$ cat src/rtl/lrclk_gen.sv
`timescale 1ns/1ps
module lrclk_gen #(
  parameter int DIV_W = 16,
  parameter longint PCLK_HZ = 12_288_000,
  parameter longint VOICE_MAX_HZ = 24_000
) (
  input  logic             clk,
  input  logic             rst_n,
  input  logic             en,
  input  logic [3:0]       mode,
  input  logic [DIV_W-1:0] div_word,
  input  logic             voice,
  output logic             lrclk,
  output logic             frame_start,
  output logic             cfg_err
);
  localparam longint MODULUS = 64'd96 << DIV_W;
  localparam int ACC_W = $clog2(MODULUS);
  localparam int CNT_W = 12;
  localparam logic [ACC_W:0] MOD_V = (ACC_W+1)'(MODULUS);
  localparam logic [ACC_W-1:0] HALF_V = ACC_W'(MODULUS / 2);
  localparam longint NI_LIMIT = (VOICE_MAX_HZ * MODULUS) / PCLK_HZ;

  function automatic logic [CNT_W-1:0] frame_len(input logic [3:0] m, input logic o);
    case (m)
      4'h8: frame_len = CNT_W'(1500);
      4'h9: frame_len = CNT_W'(750);
      4'hA: frame_len = CNT_W'(1625);
      4'hB: frame_len = o ? CNT_W'(813) : CNT_W'(812);
      4'hC: frame_len = CNT_W'(2000);
      4'hD: frame_len = CNT_W'(1000);
      4'hE: frame_len = CNT_W'(2400);
      4'hF: frame_len = CNT_W'(1200);
      default: frame_len = CNT_W'(1);
    endcase
  endfunction

  logic             run, odd, lr_q;
  logic [3:0]       cur_mode;
  logic [DIV_W-1:0] cur_div;
  logic [ACC_W-1:0] acc, acc_nx;
  logic [CNT_W-1:0] pos, len;
  logic [ACC_W:0]   sum;
  logic             is_norm, is_int, wrap, bnd, phase_hi;

  assign is_norm  = (cur_mode == 4'h0);
  assign is_int   = cur_mode[3];
  assign len      = frame_len(cur_mode, odd);
  assign sum      = {1'b0, acc} + (ACC_W+1)'(cur_div);
  assign wrap     = (sum >= MOD_V);
  assign acc_nx   = wrap ? ACC_W'(sum - MOD_V) : sum[ACC_W-1:0];
  assign bnd      = is_norm ? wrap : (is_int ? (pos == len - CNT_W'(1)) : 1'b1);
  assign phase_hi = is_norm ? (acc < HALF_V) : (is_int ? (pos < (len >> 1)) : 1'b0);

  assign lrclk       = run & phase_hi;
  assign frame_start = lrclk & ~lr_q;
  assign cfg_err     = (mode != 4'h0 && !mode[3]) ||
                       (voice && mode == 4'h0 && longint'(div_word) > NI_LIMIT);

  always_ff @(posedge clk) begin
    if (!rst_n) begin
      run <= 1'b0; odd <= 1'b0; lr_q <= 1'b0;
      cur_mode <= '0; cur_div <= '0; acc <= '0; pos <= '0;
    end else begin
      lr_q <= lrclk;
      if (!en || !run) begin
        run <= en; cur_mode <= mode; cur_div <= div_word;
        acc <= '0; pos <= '0; odd <= 1'b0;
      end else if (bnd) begin
        cur_mode <= mode; cur_div <= div_word; pos <= '0;
        acc <= (is_norm && mode == 4'h0) ? acc_nx : '0;
        odd <= (cur_mode == 4'hB && mode == 4'hB) ? ~odd : 1'b0;
      end else begin
        if (is_norm) acc <= acc_nx;
        if (is_int) pos <= pos + CNT_W'(1);
      end
    end
  end

  AST_IDLE_LOW:      assert property (@(posedge clk) disable iff (!rst_n) !en |=> !lrclk);
  AST_ACC_RANGE:     assert property (@(posedge clk) disable iff (!rst_n) {1'b0, acc} < MOD_V);
  AST_POS_RANGE:     assert property (@(posedge clk) disable iff (!rst_n) (run && is_int) |-> pos < len);
  AST_ODD_ONLY_B:    assert property (@(posedge clk) disable iff (!rst_n) odd |-> cur_mode == 4'hB);
  AST_STROBE_SINGLE: assert property (@(posedge clk) disable iff (!rst_n) frame_start |=> !frame_start);
endmodule

$ cat config.mk
export PLATFORM = sky130hd
export DESIGN_NAME = lrclk_gen
export DESIGN_NICKNAME = d
export VERILOG_FILES = /design/src/rtl/lrclk_gen.sv
export SDC_FILE = /design/constraint.sdc
export NUM_CORES = 1
export LEC_CHECK = 0
export CAP_MARGIN = 20
export CORE_UTILIZATION = 65
export DETAILED_ROUTE_END_ITERATION = 8
export HOLD_SLACK_MARGIN = 0.1
export PLACE_DENSITY = 0.95
export SETUP_SLACK_MARGIN = 0.2
export SLEW_MARGIN = 20
export SYNTH_ARGS = -nofsm -noshare
export SYNTH_HDL_FRONTEND = slang
export SYNTH_SLANG_ARGS = --single-unit
$ cat constraint.sdc
create_clock -name clk -period 5.4 [get_ports clk]
set_input_delay 0.54 -clock clk [delete_from_list [all_inputs] [get_ports clk]]
set_output_delay 0.54 -clock clk [all_outputs]
set_load 0.01 [all_outputs]
## After elaboration in Yosys (flattened, before gate mapping)

Index checks and enable logic that the tools add are counted.

| storage, ports and cells | value |
|---|---|
| memory bits (read-only) | 0 |
| memories kept | 0 |
| memory bits (writable) | 0 |
| bits in latches | 0 |
| register bits | 58 |
| input bits | 24 |
| logic and storage cells | 62 |
| output and inout port bits | 3 |

| cells by class | value |
|---|---|
| bitwise gates (word level) | 5 |
| $mul | 0 |
| multiplexer cells | 15 |
| equality and inequality tests | 10 |
| reductions and logical operators | 17 |
| $add $sub $neg | 4 |
| shift operators | 0 |
| order comparisons | 4 |
| div/mod/pow operators | 0 |

Operator list:

| operator | number |
|---|---|
| 12-bit one-hot mux with 8 select lines | 1 |
| 23-bit 2-to-1 mux | 4 |
| 4-bit equality test, second input constant | 9 |
| 16-bit 2-to-1 mux | 2 |
| 23-bit by 16-bit adder with 24-bit output | 1 |
| 24-bit by 23-bit >= comparator with 1-bit output, second input constant | 1 |
| 23-bit by 22-bit less-than comparator with 1-bit output, second input constant | 1 |
| 23-bit subtractor, second input constant | 1 |
| 16-bit by 14-bit > comparator with 1-bit output, second input constant | 1 |
| 12-bit by 1-bit adder with 12-bit output, second input constant | 1 |
| 12-bit equality test | 1 |
| 12-bit by 11-bit less-than comparator with 1-bit output | 1 |
| 12-bit by 1-bit subtractor with 12-bit output, second input constant | 1 |
| 4-bit logical NOT | 2 |
| 4-bit 2-to-1 mux | 2 |
| 1-bit 2-to-1 mux | 6 |
| 1-bit logical AND | 5 |
| 2-bit nonzero test | 2 |
| 4-bit nonzero test | 1 |
| 1-bit logical NOT | 3 |
| 1-bit inverter | 3 |
| 3-bit OR reduction | 1 |
| 1-bit bitwise AND | 2 |
| 1-bit logical OR | 2 |
| 2-bit OR reduction | 1 |

## Depth between registers and ports, before layout

Gate-level depths: netlist of run 1.

| depth | value |
|---|---|
| word-level depth | 8 |
| gate-level depth with buffers | 14 |
| gate-level depth less buffers | 12 |

## Worst setup path after synthesis of run 1

OpenSTA, ideal clock, no wires.

| path | value |
|---|---|
| kind | reg-to-output |
| from | register cur_mode[3] |
| to | output frame_start |
| path slack | 1.740 ns |
| arrival | 3.120 ns |
| cell stages (with the launch flop) | 12 |
| required time | 4.860 ns |
| buffers on the path | 3 |
| cell sequence | dfxtp_1 clkbuf_1 buf_2 buf_1 nand2_1 ha_1 a2111oi_0 a21oi_1 o31a_1 o21a_1 o41ai_1 nor2b_1 |

| between the ends | value |
|---|---|
| longest elaborated chain between the ends | 7 |
| elaborated cells on any way between the ends | 15 |
| classes of those cells | 1 x order compare; 8 x eq/ne; 3 x mux; 2 x bitwise; 1 x reduce/logical |

RTL lines:

| element | line | source |
|---|---|---|
| start, declared | 39 | `logic [3:0] cur_mode;` |
| start signal, assigned | 67 | `run <= en; cur_mode <= mode; cur_div <= div_word;` |
| 4-bit equality test | 25 | `case (m)` |
| 12-bit one-hot mux with 8 select lines | 25 |  |
| 12-bit by 11-bit less-than comparator with 1-bit output | 53 | `assign phase_hi = is_norm ? (acc < HALF_V) : (is_int ? (pos < (len >> 1)) : 1'b0);` |
| 1-bit 2-to-1 mux | 53 |  |
| 1-bit 2-to-1 mux * | 53 |  |
| 1-bit bitwise AND * | 55 | `assign lrclk = run & phase_hi;` |
| via lrclk | 13 | `output logic lrclk,` |
| 1-bit bitwise AND * | 56 | `assign frame_start = lrclk & ~lr_q;` |
| end, declared | 14 | `output logic frame_start,` |

Mark *: on every way through the listed nets, which the timed path passes. The rest lies on a longest branch.

## Worst setup path in the final report of run 1

| path | value |
|---|---|
| from | register cur_mode[3] |
| to | output frame_start |

| between the ends | value |
|---|---|
| longest elaborated chain between the ends | 7 |
| elaborated cells on any way between the ends | 15 |
| classes of those cells | 1 x order compare; 8 x eq/ne; 3 x mux; 2 x bitwise; 1 x reduce/logical |

RTL lines:

| element | line |
|---|---|
| 4-bit equality test | 25 |
| 12-bit one-hot mux with 8 select lines | 25 |
| 12-bit by 11-bit less-than comparator with 1-bit output | 53 |
| 1-bit 2-to-1 mux | 53 |
| 1-bit 2-to-1 mux * | 53 |
| 1-bit bitwise AND * | 55 |
| 1-bit bitwise AND * | 56 |

Mark *: on every way between the ends. The rest lies on a longest branch, timed or not.

==> run summary, run 1 <==
Yosys cell types - 70
cell type with the largest total area after synthesis - dfxtp_1
Combinational Power Share - 12.7%
Synth Instances - 489
area share of the largest cell type after synthesis - 28.5%
net switching power - 268 uW
hold crit path type - register to register
Via Count - 3683
most frequent cells in the layout - nand2_1, dfxtp_1, nor2_1
Avg WL per Cell - 17.0 microns
switching share of power - 24.9%
final setup vio count - 0
fillcell total - 408
Critical Path Sink Type - output port
residual DRC count - 0
nets@finish - 554
Netlist Area Pre-Place - 4080 sq um
Area growth syn-to-layout - 11.4%
global route overflow - 0
post-route ant nets - 0
CP max FO - 16
Post-Syn Area per Cell - 8.34 sq um
post-CTS resize count - 0
first-pass GRT wire length - 16.2 mm
Iter 0 DRT Violations - 263
layout cell share with drive strength beyond 1 - 9.49%
Final Non-Filler Cells - 581
design area - 4540 sq um
Tightest Pin Transition - 1.11 ns
Max Slew Vio Count - 0
initial core utilization - 68.0%
maximum clock path buffer count - 2
Ant. Diodes - 0
Post-DP Area - 4310 sq um
RSZ-0062 raised after global routing - false
Die Area - 6590 sq um
Routed Wire Length - 9.89 mm
Post-CTS Setup Bufs - 0
Static Leak - 1.74 nW
status - complete, no violations
Worst-Skew Late Latency - 0.35 ns
Max-slew headroom - 25.9%
core area - 5990 sq um
Period minus WS final - 4.60 ns
hold buffer count at CTS - 0
DIE WIDTH - 81.2 microns
clk root buf - clkbuf_8
hpwl dp - 6.93 mm
async set or reset register ratio after synthesis - 0%
Total Routing Usage GR - 32.1%
Reg power frac - 42.2%
top post-synthesis cells by area - dfxtp_1, ha_1, nand2_1
post-synthesis sequential area ratio - 28.5%
Setup crit start kind - register
critical setup path kind - register to output port
achievable clock frequency - 217 MHz
Clock Sink Count - 58
setup tns final - 0 ns
initial antenna violation count - 0
Hold Path Stages - 2
FF+latch count, synth - 58
pin count of the biggest net entering global routing - 45
Pre-antenna DRT Iters - 5
Worst-path clk slew - 0.07 ns
Setup WS post-layout - 0.795 ns
Max IR drop VDD - 0.175 mV
Cell Pwr Density - 237 nW/um^2
commonest non-fill, non-tap cell in the layout - nand2_1
routability cong. - 0.952
Clk network pwr share - 45.1%
MaxCap Viol Count - 0
TritonCTS Buffers - 9
Rows - 28
CP arrival - 4.06 ns
vias per std cell - 6.34
Post-Syn Nets - 542
EDFF count, synth - 0
vias in the first global route - 3505
placed insts - 565
yosys warns - 0
period utilization - 85.3%
R2R Setup Slk - 1.27 ns
Critical Path RT - 4.86 ns
TritonCTS clock tree - yes
IO buf count - 26
R2R depth - 11
Fin Clk Skew - 0.0136 ns
Power Internal - 807 uW
Synth Flop Type - dfxtp_1
Die Span Y - 81.2 microns
final hold violations - 0
DP Worst Slack - 1.36 ns
Top-Level Pins - 27
htree depth - 3
[final cells by class]
cell class                 instances  area [sq um]  area share [%]
sequential                        58          1160            25.6
timing repair buffer              29           283            6.23
multi-input combinational        392          2730            60.1
tap                               75          93.8            2.07
clock inverter                     6           105            2.32
clock buffer                      10           128            2.81
inverter                          11          41.3           0.910
[cell usage after synthesis, drive strengths merged (11+ instances only)]
cell,number
nand2,73
nor2,39
o21ai,19
ha,28
buf,14
mux2i,23
inv,11
clkbuf,14
xor2,16
nand3,12
xnor2,20
dfxtp,58
a21oi,26
a22o,15
[path summary, 6_finish.rpt]
path | to | from
setup / recovery | frame_start | cur_mode[3]
hold / removal | cur_div[12] | cur_div[12]
setup reg to reg | acc[0] | cur_mode[3]
hold reg to reg | cur_div[12] | cur_div[12]
[cells by family after synthesis]
group / share of synthesized area [%]
and+or+nand+nor: 21.6
AOI/OAI and AO/OA: 22.8
DFF: 28.5
buffers and inverters: 4.60
xor gates and xnor gates: 7.73
adders and majority gates: 9.09
muxes: 5.65
[flip-flops by register name (all words and copies together), names as in the netlist]
signal and flops:
acc 23, lr_q 1, run 1, cur_mode 4, odd 1, pos 12, cur_div 16
[power groups by stage]
stage	combinational, mW	sequential [mW]	clock, mW
after floorplan	0.0991	0.453	0
after global placement	0.126	0.462	0
after detailed placement	0.132	0.463	0
after CTS	0.134	0.453	0.484
after global routing	0.148	0.456	0.508
final	0.136	0.454	0.485
[through the flow]
| step | power, mW | hold slack [ns] | utilization (%) |
|---|---|---|---|
| 6_report | 1.08 | 0.467 | 75.8 |
| 3_3_place_gp | 0.588 | 0.456 | 71.9 |
| 5_1_grt | 1.11 | 0.499 | 75.8 |
| 2_1_floorplan | 0.552 | 0.442 | - |
| 4_1_cts | 1.07 | 0.472 | 75.8 |
| 3_5_place_dp | 0.595 | 0.462 | 71.9 |
[critical path, stage by stage (launching register included)]
cell and delay, ns:
dfxtp_1 0.59, buf_4 0.29, nand2b_1 0.12, nand2b_1 0.22, ha_1 0.30, o31a_1 0.10
o21a_1 0.17, o21ai_0 0.22, a21oi_1 0.12, o31a_1 0.27, o21a_1 0.17, o41ai_1 0.42
nor2b_1 0.19, clkdlybuf4s50_1 0.54
[routing by layer]
metal	vias up	wire, microns	global-route usage (%)
met4	0	247	13.6
met5	-	0	0
met2	149	4710	53.4
met3	27	627	8.31
met1	1720	4300	39.0
li1	1787	-	-
(Power assumes the default switching activity.)
==> inputs of run 2 (changes only) <==
CORE_UTILIZATION = 45   (was 65)
GPL_ROUTABILITY_DRIVEN = 0   (was unset)
PLACE_DENSITY = 0.72   (was 0.95)
==> run 2 against run 1 <==
Maximum frequency fell by 2.0%; final cell count is 5.3% higher; non-clock buffer count decreased by 1; design area grew 0.17%; die area grew 43%; global-route usage is 12 points lower; clock power decreased by 11%; utilization fell by 24 points; hold slack worse by 0.0036 ns; routed wire length shrank 7.2%.
==> run summary, run 2 (synthesis results as in run 1) <==
TritonCTS Buffers - 9
MaxCap Viol Count - 0
pin count of the biggest net entering global routing - 45
Total Routing Usage GR - 20.3%
commonest non-fill, non-tap cell in the layout - nand2_1
first-pass GRT wire length - 15.6 mm
Clock Sink Count - 58
most frequent cells in the layout - nand2_1, dfxtp_1, nor2_1
Top-Level Pins - 27
maximum clock path buffer count - 2
final setup vio count - 0
Routed Wire Length - 9.18 mm
critical setup path kind - register to output port
Pre-antenna DRT Iters - 5
vias per std cell - 5.82
hpwl dp - 6.71 mm
Worst path top cell family by delay - compound AO/OA/AOI/OAI gates
Iter 0 DRT Violations - 277
Static Leak - 1.72 nW
Worst-Skew Late Latency - 0.35 ns
period utilization - 87.0%
Die Span Y - 97.2 microns
CP peak stage delay - 0.91 ns
Max-slew headroom - 33.7%
Max IR drop VDD - 0.108 mV
CP max FO - 29
setup tns final - 0 ns
Ant. Diodes - 0
RSZ-0062 raised after global routing - false
Die Area - 9440 sq um
htree depth - 3
Util after Layout - 51.9%
Critical Path RT - 4.86 ns
clk root buf - clkbuf_8
CP arrival - 4.16 ns
final hold violations - 0
TritonCTS clock tree - yes
Worst-path clk slew - 0.07 ns
Setup crit start kind - register
Critical Path Sink Type - output port
Avg WL per Cell - 15.0 microns
core area - 8760 sq um
Most flops, register - acc
initial antenna violation count - 0
Rows - 34
vias in the first global route - 3336
Setup WS post-layout - 0.699 ns
Via Count - 3564
Worst Path Buf+Inv - 1
DP Worst Slack - 1.08 ns
hold crit path type - register to register
fillcell total - 839
Regs by FF count - acc (23), cur_div (16), pos (12)
global route overflow - 0
Storage cell area - 1160 sq um
nets@finish - 553
Max Slew Vio Count - 0
critical path, cell by cell - nand2b_1, nand2b_1, ha_1, o31a_1, o21a_1, o21ai_0, a21oi_1, o31a_1, o21a_1, o41ai_1, nor2b_1, clkdlybuf4s50_1
Period minus WS final - 4.70 ns
hold buffer count at CTS - 0
Post-CTS Setup Bufs - 0
IO buf count - 26
Tightest Pin Transition - 0.994 ns
initial core utilization - 46.5%
post-route ant nets - 0
Largest register FFs - 23
Fin Clk Skew - 0.0102 ns
residual DRC count - 0
Area growth syn-to-layout - 11.5%
DIE WIDTH - 97.2 microns
Cell Pwr Density - 224 nW/um^2
Multi-input gate area - 2730 sq um
status - complete, no violations
achievable clock frequency - 213 MHz
Worst path slowest cell - dfxtp_1
post-CTS resize count - 0
layout cell share with drive strength beyond 1 - 9.33%
-- run 2: cell count changes in the layout (fill, tap and decap cells not counted) --
cell,delta
bufinv_16,-1
buf_4,-1
clkbuf_1,-1
clkinvlp_4,+1
-- run 2: final timing paths --
kind | start | to | slack (ns) | cells after the start
worst max-delay path | cur_mode[3] | frame_start | 0.70 | 12
worst min register to register | cur_div[2] | cur_div[2] | 0.46 | 2
worst min-delay path | cur_div[2] | cur_div[2] | 0.46 | 2
worst max register to register | cur_mode[3] | acc[14] | 1.30 | 10
-- run 2: per-stage QoR --
step / instances / hold WS [ns] / instance area, sq um / power, mW
after detailed placement: 597 / 0.458 / 4340 / 0.593
after global placement: 597 / 0.456 / 4340 / 0.590
final: 612 / 0.463 / 4550 / 1.02
after global routing: 612 / 0.495 / 4550 / 1.06
after CTS: 612 / 0.469 / 4550 / 1.03
after floorplan: 489 / 0.442 / 4080 / 0.552
-- run 2: per-layer routing --
layer / routed length [microns] / part of all wire [%] / global-route usage, % / vias to the layer above
met5: 0 / 0 / 0 / -
met3: 429 / 4.7 / 3.38 / 12
met4: 153 / 1.7 / 8.84 / 0
met2: 4050 / 44 / 31.2 / 90
li1: - / - / - / 1781
met1: 4550 / 50 / 27.8 / 1681
-- run 2: cell type report --
class	instances	area share, %
inverters	11	0.908
clock buffers	9	2.72
well taps	108	2.97
flip-flops and latches	58	25.5
clock inverters	6	1.82
multi-input cells	392	60.0
repair buffers	28	6.05
-- run 2: tightest hold or removal path, stage by stage (launching register included) --
cell and delay [ns]:
dfxtp_1 0.31, nand2_1 0.05, mux2i_1 0.05
-- run 2: power breakdown --
part	leakage, nW	switching (mW)	internal [mW]	total [mW]
logic	1.14	0.0660	0.0631	0.129
registers	0.473	0.0173	0.439	0.456
clock network	0.105	0.180	0.254	0.434
==> inputs of run 3 (changes only) <==
CORE_MARGIN = 5   (was unset)
CORE_UTILIZATION = 40   (was 45)
PLACE_DENSITY = 0.67   (was 0.72)
==> run 3 against run 2 <==
Clock-buffer cell count unchanged; global-route usage down 4.8 points; maximum frequency up 3.1%; routed wire length up 2.9%; design area up 1.8%; sequential share of layout area down 0.45 points; register-to-register slack better by 0.13 ns; critical path type unchanged; sequential power down 0.9%; hold slack better by 0.0053 ns; clock power up 17%; utilization down 5.0 points; die area up 30%; highest routed layer unchanged; largest power group is now clock.
==> run summary, run 3 (synthesis results as in run 1) <==
Setup crit start kind - register
status - complete, no violations
Max Slew Vio Count - 0
Final Non-Filler Cells - 639
critical setup path kind - register to output port
htree depth - 3
Critical Path Sink Type - output port
initial antenna violation count - 0
DP Worst Slack - 1.22 ns
fillcell total - 970
Static Leak - 1.74 nW
IO buf count - 26
Via Count - 3507
Pre-antenna DRT Iters - 4
placed insts - 623
hold crit path type - register to register
Worst Path Buf+Inv - 1
residual DRC count - 0
design area - 4630 sq um
final setup vio count - 0
core area - 9860 sq um
setup tns final - 0 ns
DIE WIDTH - 111 microns
Worst Hold Path EP - cur_div[13]
hpwl dp - 7.07 mm
Cell Pwr Density - 237 nW/um^2
worst r2r dst - acc[11]
Max-slew headroom - 27.7%
Routed Wire Length - 9.44 mm
Setup WS post-layout - 0.839 ns
Avg WL per Cell - 14.8 microns
post-CTS resize count - 0
clk root buf - clkbuf_8
Top-Level Pins - 27
CP max FO - 22
r2r startpoint - cur_mode[0]
maximum clock path buffer count - 2
Die Span Y - 111 microns
initial core utilization - 41.3%
CP peak stage delay - 0.74 ns
Post-DP Area - 4380 sq um
R2R depth - 10
Most flops, register - acc
Hold Path Stages - 2
global route overflow - 0
period utilization - 84.5%
Largest register FFs - 23
vias per std cell - 5.49
Post-CTS Setup Bufs - 0
nets@finish - 554
Clock Sink Count - 58
Max IR drop VDD - 0.160 mV
Worst-Skew Late Latency - 0.34 ns
layout cell share with drive strength beyond 1 - 9.68%
Worst path top cell family by delay - compound AO/OA/AOI/OAI gates
Tightest Pin Transition - 1.08 ns
CP arrival - 4.02 ns
Ant. Diodes - 0
total power - 1.09 mW
final hold violations - 0
Iter 0 DRT Violations - 176
most frequent cells in the layout - nand2_1, dfxtp_1, nor2_1
RSZ-0062 raised after global routing - false
Rows - 36
hold buffer count at CTS - 0
Period minus WS final - 4.56 ns
Die Area - 12300 sq um
TritonCTS clock tree - yes
Worst path slowest cell - dfxtp_1
first-pass GRT wire length - 16.1 mm
Critical Path RT - 4.86 ns
achievable clock frequency - 219 MHz
MaxCap Viol Count - 0
post-route ant nets - 0
vias in the first global route - 3363
Top cell by count, worst path - o21a_1
hold_ws - 0.468 ns
Regs by FF count - acc (23), cur_div (16), pos (12)
R2R Setup Slk - 1.43 ns
Util after Layout - 46.9%
Total Routing Usage GR - 15.4%
TritonCTS Buffers - 9
commonest non-fill, non-tap cell in the layout - nand2_1
Fin Clk Skew - 0.0113 ns
Area growth syn-to-layout - 13.5%
critical path, cell by cell - and2_1, o21ai_0, ha_1, o21a_1, o21a_1, o21ai_0, a21oi_1, o31a_1, o21a_1, o41ai_1, nor2b_1, clkdlybuf4s50_1
hold wc startpoint - cur_div[13]
pin count of the biggest net entering global routing - 45
Worst-path clk slew - 0.07 ns
run 3: area by class of cell:
type                    count  area, sq um  share of cell area, %
multi-input cells         392         2730                   58.9
flip-flops and latches     58         1160                   25.1
repair buffers             29          283                   6.11
well taps                 133          166                   3.60
clock inverters             7          125                   2.70
clock buffers               9          124                   2.68
inverters                  11         41.3                  0.892
run 3: tightest hold or removal path, cell delays in order (launching register included):
cell and delay, ns:
dfxtp_1 0.32, nand2_1 0.05, mux2i_1 0.06
run 3: layer usage:
metal  up-vias  part of all wire, %  GRT usage [%]
li1       1782                    -              -
met1      1644                   51           21.7
met2        67                   43           24.2
met3        14                  4.1           3.17
met4         0                  1.6           3.86
met5         -                    0              0
run 3: how the worst max path moves through the flow:
| stage | depth (start not counted) | slack [ns] | startpoint | end |
|---|---|---|---|---|
| floorplan | 11 | 1.74 | cur_mode[3] | frame_start |
| global placement | 12 | 1.36 | cur_mode[2] | frame_start |
| detailed placement | 12 | 1.22 | cur_mode[2] | frame_start |
| CTS | 12 | 0.83 | cur_mode[2] | frame_start |
| global route | 12 | 0.53 | cur_mode[2] | frame_start |
| finish | 12 | 0.84 | cur_mode[2] | frame_start |
run 3: power by group:
group	switching [mW]	internal [mW]	total [mW]	leakage (nW)
clock network	0.199	0.310	0.509	0.124
logic	0.0696	0.0638	0.133	1.14
registers	0.0139	0.439	0.452	0.473
